`config.mk`:
```
export PLATFORM = sky130hd
export DESIGN_NAME = mcause_intc
export DESIGN_NICKNAME = d
export VERILOG_FILES = /design/src/rtl/mcause_intc_pkg.sv /design/src/rtl/mcause_rst_sync.sv /design/src/rtl/mcause_cause_bank.sv /design/src/rtl/mcause_mask_reg.sv /design/src/rtl/mcause_lowest_pick.sv /design/src/rtl/mcause_intc.sv
export SDC_FILE = /design/constraint.sdc
export NUM_CORES = 1
export LEC_CHECK = 0
export BUFFER_PORTS_ARGS = -buffer_cell sky130_fd_sc_hd__buf_2
export CAP_MARGIN = 20
export CORE_MARGIN = 5
export CORE_UTILIZATION = 48
export DETAILED_ROUTE_END_ITERATION = 10
export GPL_TIMING_DRIVEN = 0
export PLACE_DENSITY_LB_ADDON = 0.1
export SYNTH_ARGS = -nofsm -noshare
export SYNTH_HDL_FRONTEND = slang
export SYNTH_SLANG_ARGS = --single-unit
```
`constraint.sdc`:
```
create_clock -name clk -period 2.7 [get_ports clk]
set_input_delay 0.135 -clock clk [delete_from_list [all_inputs] [get_ports clk]]
set_output_delay 0.135 -clock clk [all_outputs]
set_load 0.02 [all_outputs]
```
`src/rtl/mcause_intc_pkg.sv`:
```
package mcause_intc_pkg;
  localparam int unsigned ADDR_W   = 4;
  localparam int unsigned SLOT_LSB = 2;

  typedef enum logic [1:0] {
    SLOT_CAUSE = 2'd0,
    SLOT_MASK  = 2'd1,
    SLOT_RSV2  = 2'd2,
    SLOT_RSV3  = 2'd3
  } reg_slot_e;
endpackage

```
`src/rtl/mcause_rst_sync.sv`:
```
module mcause_rst_sync (
  input  logic clk,
  input  logic rst_n_i,
  output logic rst_n_o
);
  logic meta_q;
  logic sync_q;

  always_ff @(posedge clk or negedge rst_n_i) begin
    if (!rst_n_i) begin
      meta_q <= 1'b0;
      sync_q <= 1'b0;
    end else begin
      meta_q <= 1'b1;
      sync_q <= meta_q;
    end
  end

  assign rst_n_o = sync_q;
endmodule

```
`src/rtl/mcause_cause_bank.sv`:
```
module mcause_cause_bank #(
  parameter int unsigned NUM_SRC = 32
) (
  input  logic               clk,
  input  logic               rst_n,
  input  logic [NUM_SRC-1:0] src_i,
  input  logic               ack_en_i,
  input  logic [NUM_SRC-1:0] ack_bits_i,
  output logic [NUM_SRC-1:0] cause_o
);
  logic [NUM_SRC-1:0] cause_q;
  logic [NUM_SRC-1:0] cause_n;
  logic [NUM_SRC-1:0] clr_bits;

  always_comb begin
    clr_bits = ack_en_i ? ack_bits_i : '0;
    // a level still present re-sets the bit in the same cycle it is cleared
    cause_n  = (cause_q & ~clr_bits) | src_i;
  end

  always_ff @(posedge clk or negedge rst_n) begin
    if (!rst_n) cause_q <= '0;
    else        cause_q <= cause_n;
  end

  assign cause_o = cause_q;
endmodule

```
`src/rtl/mcause_mask_reg.sv`:
```
module mcause_mask_reg #(
  parameter int unsigned NUM_SRC = 32
) (
  input  logic               clk,
  input  logic               rst_n,
  input  logic               wr_en_i,
  input  logic [NUM_SRC-1:0] wdata_i,
  output logic [NUM_SRC-1:0] mask_o
);
  logic [NUM_SRC-1:0] mask_q;
  logic [NUM_SRC-1:0] mask_n;

  always_comb begin
    mask_n = wdata_i;
  end

  always_ff @(posedge clk or negedge rst_n) begin
    if (!rst_n)       mask_q <= '0;
    else if (wr_en_i) mask_q <= mask_n;
  end

  assign mask_o = mask_q;
endmodule

```
`src/rtl/mcause_lowest_pick.sv`:
```
module mcause_lowest_pick #(
  parameter int unsigned NUM_SRC = 32,
  parameter int unsigned IDX_W   = 5
) (
  input  logic [NUM_SRC-1:0] req_i,
  output logic [IDX_W-1:0]   idx_o,
  output logic               vld_o
);
  logic [NUM_SRC:0]   seen;
  logic [NUM_SRC-1:0] first;

  assign seen[0] = 1'b0;

  for (genvar g = 0; g < NUM_SRC; g++) begin : g_chain
    assign first[g]    = req_i[g] & ~seen[g];
    assign seen[g + 1] = seen[g] | req_i[g];
  end

  always_comb begin
    idx_o = '0;
    for (int i = 0; i < NUM_SRC; i++) begin
      if (first[i]) idx_o = idx_o | IDX_W'(i);
    end
  end

  assign vld_o = seen[NUM_SRC];
endmodule

```
`src/rtl/mcause_intc.sv`:
```
module mcause_intc
  import mcause_intc_pkg::*;
#(
  parameter int unsigned NUM_SRC = 32,
  parameter int unsigned IDX_W   = $clog2(NUM_SRC)
) (
  input  logic               clk,
  input  logic               rst_n,
  input  logic [NUM_SRC-1:0] src_i,
  input  logic               sel_i,
  input  logic               wr_i,
  input  logic [ADDR_W-1:0]  addr_i,
  input  logic [NUM_SRC-1:0] wdata_i,
  output logic [NUM_SRC-1:0] rdata_o,
  output logic               irq_o,
  output logic [IDX_W-1:0]   pend_idx_o,
  output logic               pend_vld_o
);
  logic               rst_sync_n;
  logic               aligned;
  reg_slot_e          slot;
  logic               cause_wr;
  logic               mask_wr;
  logic               rd_en;
  logic [NUM_SRC-1:0] cause_q;
  logic [NUM_SRC-1:0] mask_q;
  logic [NUM_SRC-1:0] pend;
  logic [NUM_SRC-1:0] rdata_q;
  logic [NUM_SRC-1:0] rdata_n;
  logic               irq_q;
  logic               irq_n;

  mcause_rst_sync rst_sync_i (
    .clk     (clk),
    .rst_n_i (rst_n),
    .rst_n_o (rst_sync_n)
  );

  always_comb begin
    aligned  = (addr_i[SLOT_LSB-1:0] == '0);
    slot     = reg_slot_e'(addr_i[SLOT_LSB +: 2]);
    cause_wr = sel_i & wr_i & aligned & (slot == SLOT_CAUSE);
    mask_wr  = sel_i & wr_i & aligned & (slot == SLOT_MASK);
    rd_en    = sel_i & ~wr_i;
  end

  mcause_cause_bank #(.NUM_SRC(NUM_SRC)) cause_i (
    .clk        (clk),
    .rst_n      (rst_sync_n),
    .src_i      (src_i),
    .ack_en_i   (cause_wr),
    .ack_bits_i (wdata_i),
    .cause_o    (cause_q)
  );

  mcause_mask_reg #(.NUM_SRC(NUM_SRC)) mask_i (
    .clk     (clk),
    .rst_n   (rst_sync_n),
    .wr_en_i (mask_wr),
    .wdata_i (wdata_i),
    .mask_o  (mask_q)
  );

  assign pend = cause_q & mask_q;

  mcause_lowest_pick #(.NUM_SRC(NUM_SRC), .IDX_W(IDX_W)) pick_i (
    .req_i (pend),
    .idx_o (pend_idx_o),
    .vld_o (pend_vld_o)
  );

  always_comb begin
    irq_n   = |pend;
    rdata_n = '0;
    if (aligned) begin
      case (slot)
        SLOT_CAUSE: rdata_n = cause_q;
        SLOT_MASK:  rdata_n = mask_q;
        default:    rdata_n = '0;
      endcase
    end
  end

  always_ff @(posedge clk or negedge rst_sync_n) begin
    if (!rst_sync_n) begin
      irq_q   <= 1'b0;
      rdata_q <= '0;
    end else begin
      irq_q <= irq_n;
      if (rd_en) rdata_q <= rdata_n;
    end
  end

  assign irq_o   = irq_q;
  assign rdata_o = rdata_q;
endmodule

```
Word level (Yosys, flattened, before mapping):

Index checks and enable logic that the tools add are counted.

* output and inout port bits: 39
* flip-flop bits (word level): 99
* bits in read-only memories: 0
* input port bits: 72
* RAM bits: 0
* logic and storage cells: 148
* latch bits: 0
* memories kept: 0

* $add $sub $neg: 0
* reduce and logical (&&, ||, !) cells: 3
* bitwise gates (word level): 103
* $lt $le $gt $ge: 0
* multipliers: 0
* mux-type cells: 35
* divide/modulo/power cells: 0
* shift operators: 0
* equal/unequal tests: 1

Operators by type and width (count)
* $mux W32: 3
* $mux W5: 16
* $and A32 B32 Y32: 2
* $pmux W32 S2: 1
* $and A1 B1 Y1: 36
* $mux W4: 8
* $not A1 Y1: 32
* $not A32 Y32: 1
* $or A32 B32 Y32: 1
* $reduce_or A32 Y1: 1
* $or A1 B1 Y1: 31
* $mux W3: 4
* $logic_not A2 Y1: 2
* $mux W2: 2
* $eq A2 B1 Y1 const B: 1
* $mux W1: 1

Logic depth before layout (Yosys ltp):

* word-level depth: 34
* depth in mapped cells: 6
* gate-level depth less buffers: 5

Modules after synthesis:

From an unflattened synthesis, not the netlist that was laid out.

* cell total of the unflattened synthesis: 432
* area, all modules: 4795.8 um2

By module, submodules not included
* mcause_intc: area an instance 1796.7 um2, cells an instance 191, sequential area each 825.8 um2, instances 1
* mcause_mask_reg: area an instance 1345.0 um2, cells an instance 68, sequential area each 800.8 um2, instances 1
* mcause_cause_bank: area an instance 1194.9 um2, cells an instance 99, sequential area each 800.8 um2, instances 1
* mcause_lowest_pick: area an instance 405.4 um2, cells an instance 71, sequential area each 0.0 um2, instances 1
* mcause_rst_sync: area an instance 53.8 um2, cells an instance 3, sequential area each 50.0 um2, instances 1

Least setup slack after synthesis:

OpenSTA, ideal clock, no wires.

* path kind: reg-to-output
* start point: reg mask_i.mask_q[4], in the netlist mask_i.mask_o[4]
* end point: out pend_idx_o[2]
* arrival: 1.988 ns
* stages on the path, launching flop included: 6
* setup slack: 0.577 ns
* path through: dfrtp_1 a222oi_1 nand4_2 nor3b_4 or4b_1 nand3_1

* word-level cells in the longest chain between the ends: 31

RTL lines
* start, declared: line mcause_mask_reg.sv:10 `logic [NUM_SRC-1:0] mask_q;`
* start signal, assigned: line mcause_mask_reg.sv:19 `else if (wr_en_i) mask_q <= mask_n;`
* $and A32 B32 Y32 (*): line mcause_intc.sv:64 `assign pend = cause_q & mask_q;`
* $or A1 B1 Y1: line mcause_lowest_pick.sv:16 `assign seen[g + 1] = seen[g] | req_i[g];`
* $not A1 Y1 or $or A1 B1 Y1 (tied branches): line mcause_lowest_pick.sv:15, mcause_lowest_pick.sv:16
* $and A1 B1 Y1, or another cell as far along: line mcause_lowest_pick.sv:15 `assign first[g] = req_i[g] & ~seen[g];`
* $mux W3, or another cell as far along (2 in a row): line mcause_lowest_pick.sv:22 `if (first[i]) idx_o = idx_o | IDX_W'(i);`
* $mux W3 or $or A1 B1 Y1 (tied branches): line mcause_lowest_pick.sv:22, mcause_lowest_pick.sv:16
* $mux W4 or $or A1 B1 Y1 (tied branches) (2 in a row): line mcause_lowest_pick.sv:22, mcause_lowest_pick.sv:16
* $mux W4, or another cell as far along (5 in a row): line mcause_lowest_pick.sv:22
* $mux W4 or $or A1 B1 Y1 (tied branches): line mcause_lowest_pick.sv:22, mcause_lowest_pick.sv:16
* $mux W5 or $or A1 B1 Y1 (tied branches) (2 in a row): line mcause_lowest_pick.sv:22, mcause_lowest_pick.sv:16
* $mux W5, or another cell as far along (5 in a row): line mcause_lowest_pick.sv:22
* $mux W5 or $or A1 B1 Y1 (tied branches) (3 in a row): line mcause_lowest_pick.sv:22, mcause_lowest_pick.sv:16
* $mux W5, or another cell as far along (4 in a row): line mcause_lowest_pick.sv:22
* $mux W5 or $and A1 B1 Y1 (tied branches): line mcause_lowest_pick.sv:22, mcause_lowest_pick.sv:15
* $mux W5 (*): line mcause_lowest_pick.sv:22
* end, declared: line mcause_intc.sv:16 `output logic [IDX_W-1:0] pend_idx_o,`

Mark *: on every way between the ends. The rest lies on a longest branch, timed or not.

Worst setup path in the final report:

Same ends and word-level chain as after synthesis.

==> impl_metrics.py <==
metrics = {
    "global_routing": {
        "antenna_found_initial": 0,
        "grt-ovfl-total": 0,
        "grt_pass1_wl_um": 18900,
        "grt_usage_pct": 21.2,
        "grt_pass1_vias": 3833,
        "grt_start_max_net_pins": 54,
    },
    "floorplan": {
        "die-area_um2": 11300,
        "die_y_um": 107,
        "core_um2": 9150,
        "pin_count": 111,
        "start_util_pct": 48.8,
        "fp-row-count": 35,
        "die_w_um": 107,
    },
    "logic_synthesis": {
        "synthesis.nets": 477,
        "yosysSeqAreaShare_pct": 55.4,
        "synth_top_family_by_area": "compound AO/OA/AOI/OAI gates",
        "synth_cells": 405,
        "ys_ff_latch": 99,
        "yosys.area_share.simple_pct": 12.5,
        "synth_edf_count": 0,
        "ys.flop_type": "dfrtp_1",
        "async_flop_share_pct": 100,
        "synth_xor_area_share_pct": 0,
        "synth_cell_types": 38,
        "synth-adder-area-share_pct": 0,
        "syn-cell-area_um2": 4470,
        "synth_mux_area_share_pct": 15.2,
        "synth_compound_area_share_pct": 15.4,
        "yosysWarnings": 0,
        "syn_avg_cell_area_um2": 11.0,
    },
    "flow_run": {
        "cap_violations": 0,
    },
    "sta": {
        "max_freq_mhz": 393,
        "fin_ws_ns": 0.154,
        "min_period_ns": 2.55,
        "fin_skew_ns": 0.00531,
        "fin_crit_sh_pct": 94.3,
        "drv_slew": 0,
        "setup_violations": 0,
        "worst_pin_slew_ns": 0.813,
        "hold_violations": 0,
        "max_slew_margin_pct": 45.8,
        "rsz0062_at_grt": "yes",
    },
    "setup_path": {
        "crit_chain": "a222oi_1 -> buf_4 -> nand4_4 -> nor3b_4 -> or4b_4 -> nand3_4 -> buf_6",
        "worstPathArrival_ns": 2.41,
        "worst-path-buf-inv": 2,
        "slowest_stage": "or4b_4",
        "startpoint": "mask_i.mask_o[4]",
        "rrSetupSlack_ns": 0.89,
        "worstSetupStartpointType": "flop",
        "r2r_start": "mask_i.mask_o[4]",
        "reg2reg_to": "irq_o",
        "critPathCaptureType": "output port",
        "cp_top_family": "simple AND/OR/NAND/NOR gates",
        "crit_required_ns": 2.57,
        "r2r_cells": 7,
        "worstSetupPathType": "flop to output port",
        "cp.depth": 7,
        "crit_fanout": 4,
        "cpPeakStageDelay_ns": 0.50,
        "crit_path_end": "pend_idx_o[2]",
    },
    "cells_and_area": {
        "finalNonFillerCells": 694,
        "nets": 650,
        "n_antenna_cell": 0,
        "syn_to_final_growth_pct": 33.7,
        "drive_gt1_share_pct": 30.0,
    },
    "power_and_ir_drop": {
        "p_leak_nw": 2.76,
        "powerDensity_nw_per_um2": 620,
        "peakVddDrop_uv": 424,
    },
    "clocking": {
        "path_clk_slew_ns": 0.09,
        "clockBufferDepth": 2,
        "cts_sinks": 99,
        "root_buffer": "clkbuf_8",
        "cts_buffers": 9,
        "clkLatencyLatePin_ns": 0.36,
        "cts_tree": "built",
        "htreeDepth": 3,
    },
    "worst_hold_path": {
        "worstHoldStart": "wdata_i[10]",
        "hold_class": "input pin to flop",
    },
    "outcome": {
        "outcome": "finished, final reports clean",
    },
    "detailed_routing": {
        "avgViaCountPerCell": 5.42,
        "ant_nets": 0,
        "first_iter_violations": 152,
        "wl_per_cell_um": 16.6,
        "route.detailed.drc": 0,
        "via_count": 3763,
        "drtPass1Iterations": 4,
        "drt_wl_total_um": 11600,
    },
    "place": {
        "finalWeightedCongestion": 0.800,
        "port-buffer-count": 109,
        "hpwl_um": 8270,
        "place_ws_ns": 0.153,
        "dp_cells": 626,
    },
}
-- worst min-delay path by stage --
stage                              endpoint  slack, ns  cells past startpoint
after global placement    rst_sync_i.meta_q      -0.08                      1
after floorplan           rst_sync_i.meta_q      -0.16                      0
after global routing      mask_i.mask_o[10]      0.004                      2
final                     mask_i.mask_o[10]       0.02                      2
after CTS                 mask_i.mask_o[30]     0.0006                      2
after detailed placement  rst_sync_i.meta_q      -0.08                      1
-- cell usage after synthesis (2+ instances only) --
cell,number,area [um2]
and2_1,3,18.8
nand2b_1,3,18.8
nand3b_1,2,15.0
nor3_1,2,10.0
a21o_1,32,240
a21oi_1,5,25.0
clkbuf_1,15,56.3
a22o_1,2,17.5
a22oi_1,10,75.1
nor2_1,4,15.0
nand3_1,11,55.1
dfrtp_1,99,2480
mux2_2,31,349
a311oi_1,2,17.5
a32oi_1,3,26.3
mux2i_1,32,320
nand4_1,4,25.0
a222oi_1,4,40.0
o21ai_0,37,185
nand2_1,86,323
-- metrics by stage --
stage / utilization, % / power, W / cell area [um2] / hold slack, ns / setup TNS (ns)
finish: 65.3 / 0.00371 / 5980 / 0.0190 / 0
CTS: 64.5 / 0.00369 / 5900 / 0.000638 / 0
global route: 65.3 / 0.00390 / 5980 / 0.00371 / -0.0412
floorplan: - / 0.00221 / 4470 / -0.161 / 0
detailed placement: 56.7 / 0.00246 / 5190 / -0.0766 / 0
global placement: 56.3 / 0.00244 / 5160 / -0.0801 / 0
-- state kept, by name (all words and copies together), names as in the netlist --
register            cells
cause_i.cause_o        32
rst_sync_i.meta_q       1
rst_sync_i.rst_n_o      1
irq_o                   1
mask_i.mask_o          32
rdata_o                32
-- layer usage --
metal / routed length [um] / vias to the layer above / GRT usage, %
met5: 0 / - / 0
met4: 184 / 0 / 6.76
met3: 659 / 13 / 4.13
met2: 5580 / 111 / 35.5
met1: 5130 / 1837 / 27.9
li1: - / 1802 / -
-- layout make-up --
type / count / area (um2)
buffer: 16 / 60.1
clock buffer: 10 / 138
clock inverter: 6 / 111
fill: 751 / 3180
multi-input combinational: 290 / 1960
sequential: 99 / 2480
tap: 111 / 139
timing repair buffer: 162 / 1080
-- report_power, final --
part	leakage [nW]	switching [W]	internal [W]	total, W
logic	1.48	0.000408	0.000408	0.000815
clock network	0.123	0.000511	0.000642	0.00115
registers	1.16	0.000131	0.00161	0.00174
total	2.76	0.00105	0.00266	0.00371
-- kinds of logic after synthesis --
logic type / after synthesis
AOI/OAI and AO/OA: 102
buffers and inverters: 16
DFF: 99
muxes: 64
other: 1
and+or+nand+nor: 123
-- cells in the final DEF, fill, tap and decap left out, types with 2 or more instances in the layout --
master         netlist  layout
a21o_1              32      32
a21oi_1              5       5
a222oi_1             4       4
a22o_1               2       2
a22oi_1             10       9
a22oi_2              1       2
a311oi_1             2       2
a32oi_1              3       3
and2_1               3       3
buf_2                0     107
buf_4                0       9
buf_6                0       2
bufinv_16            0       3
clkbuf_1            15      15
clkbuf_8             0      10
dfrtp_1             99      97
dlygate4sd3_1        0      43
mux2_2              31      31
mux2i_1             32      32
nand2_1             86      86
nand2b_1             3       3
nand3_1             11      10
nand3b_1             2       2
nand4_1              4       4
nor2_1               4       4
nor3_1               2       2
o21ai_0             37      36
-- worst register-to-register path: stages (launching register included) --
cell and delay (ns):
dfrtp_1 0.42, a222oi_1 0.37, buf_4 0.19, nand4_4 0.12, nor3b_4 0.25, buf_4 0.13, buf_4 0.12, nand3_1 0.09
-- what timing repair did --
action / CTS / global route
gates resized for setup: 1 / 10
buffers inserted: 4 / 5
pin swaps: 3 / 3
endpoints found under the setup margin: 1 / 2
endpoints found under the hold margin: 44 / 0
cloned: 0 / 0
hold buffers: 43 / 0
(Power assumes the default switching activity.)
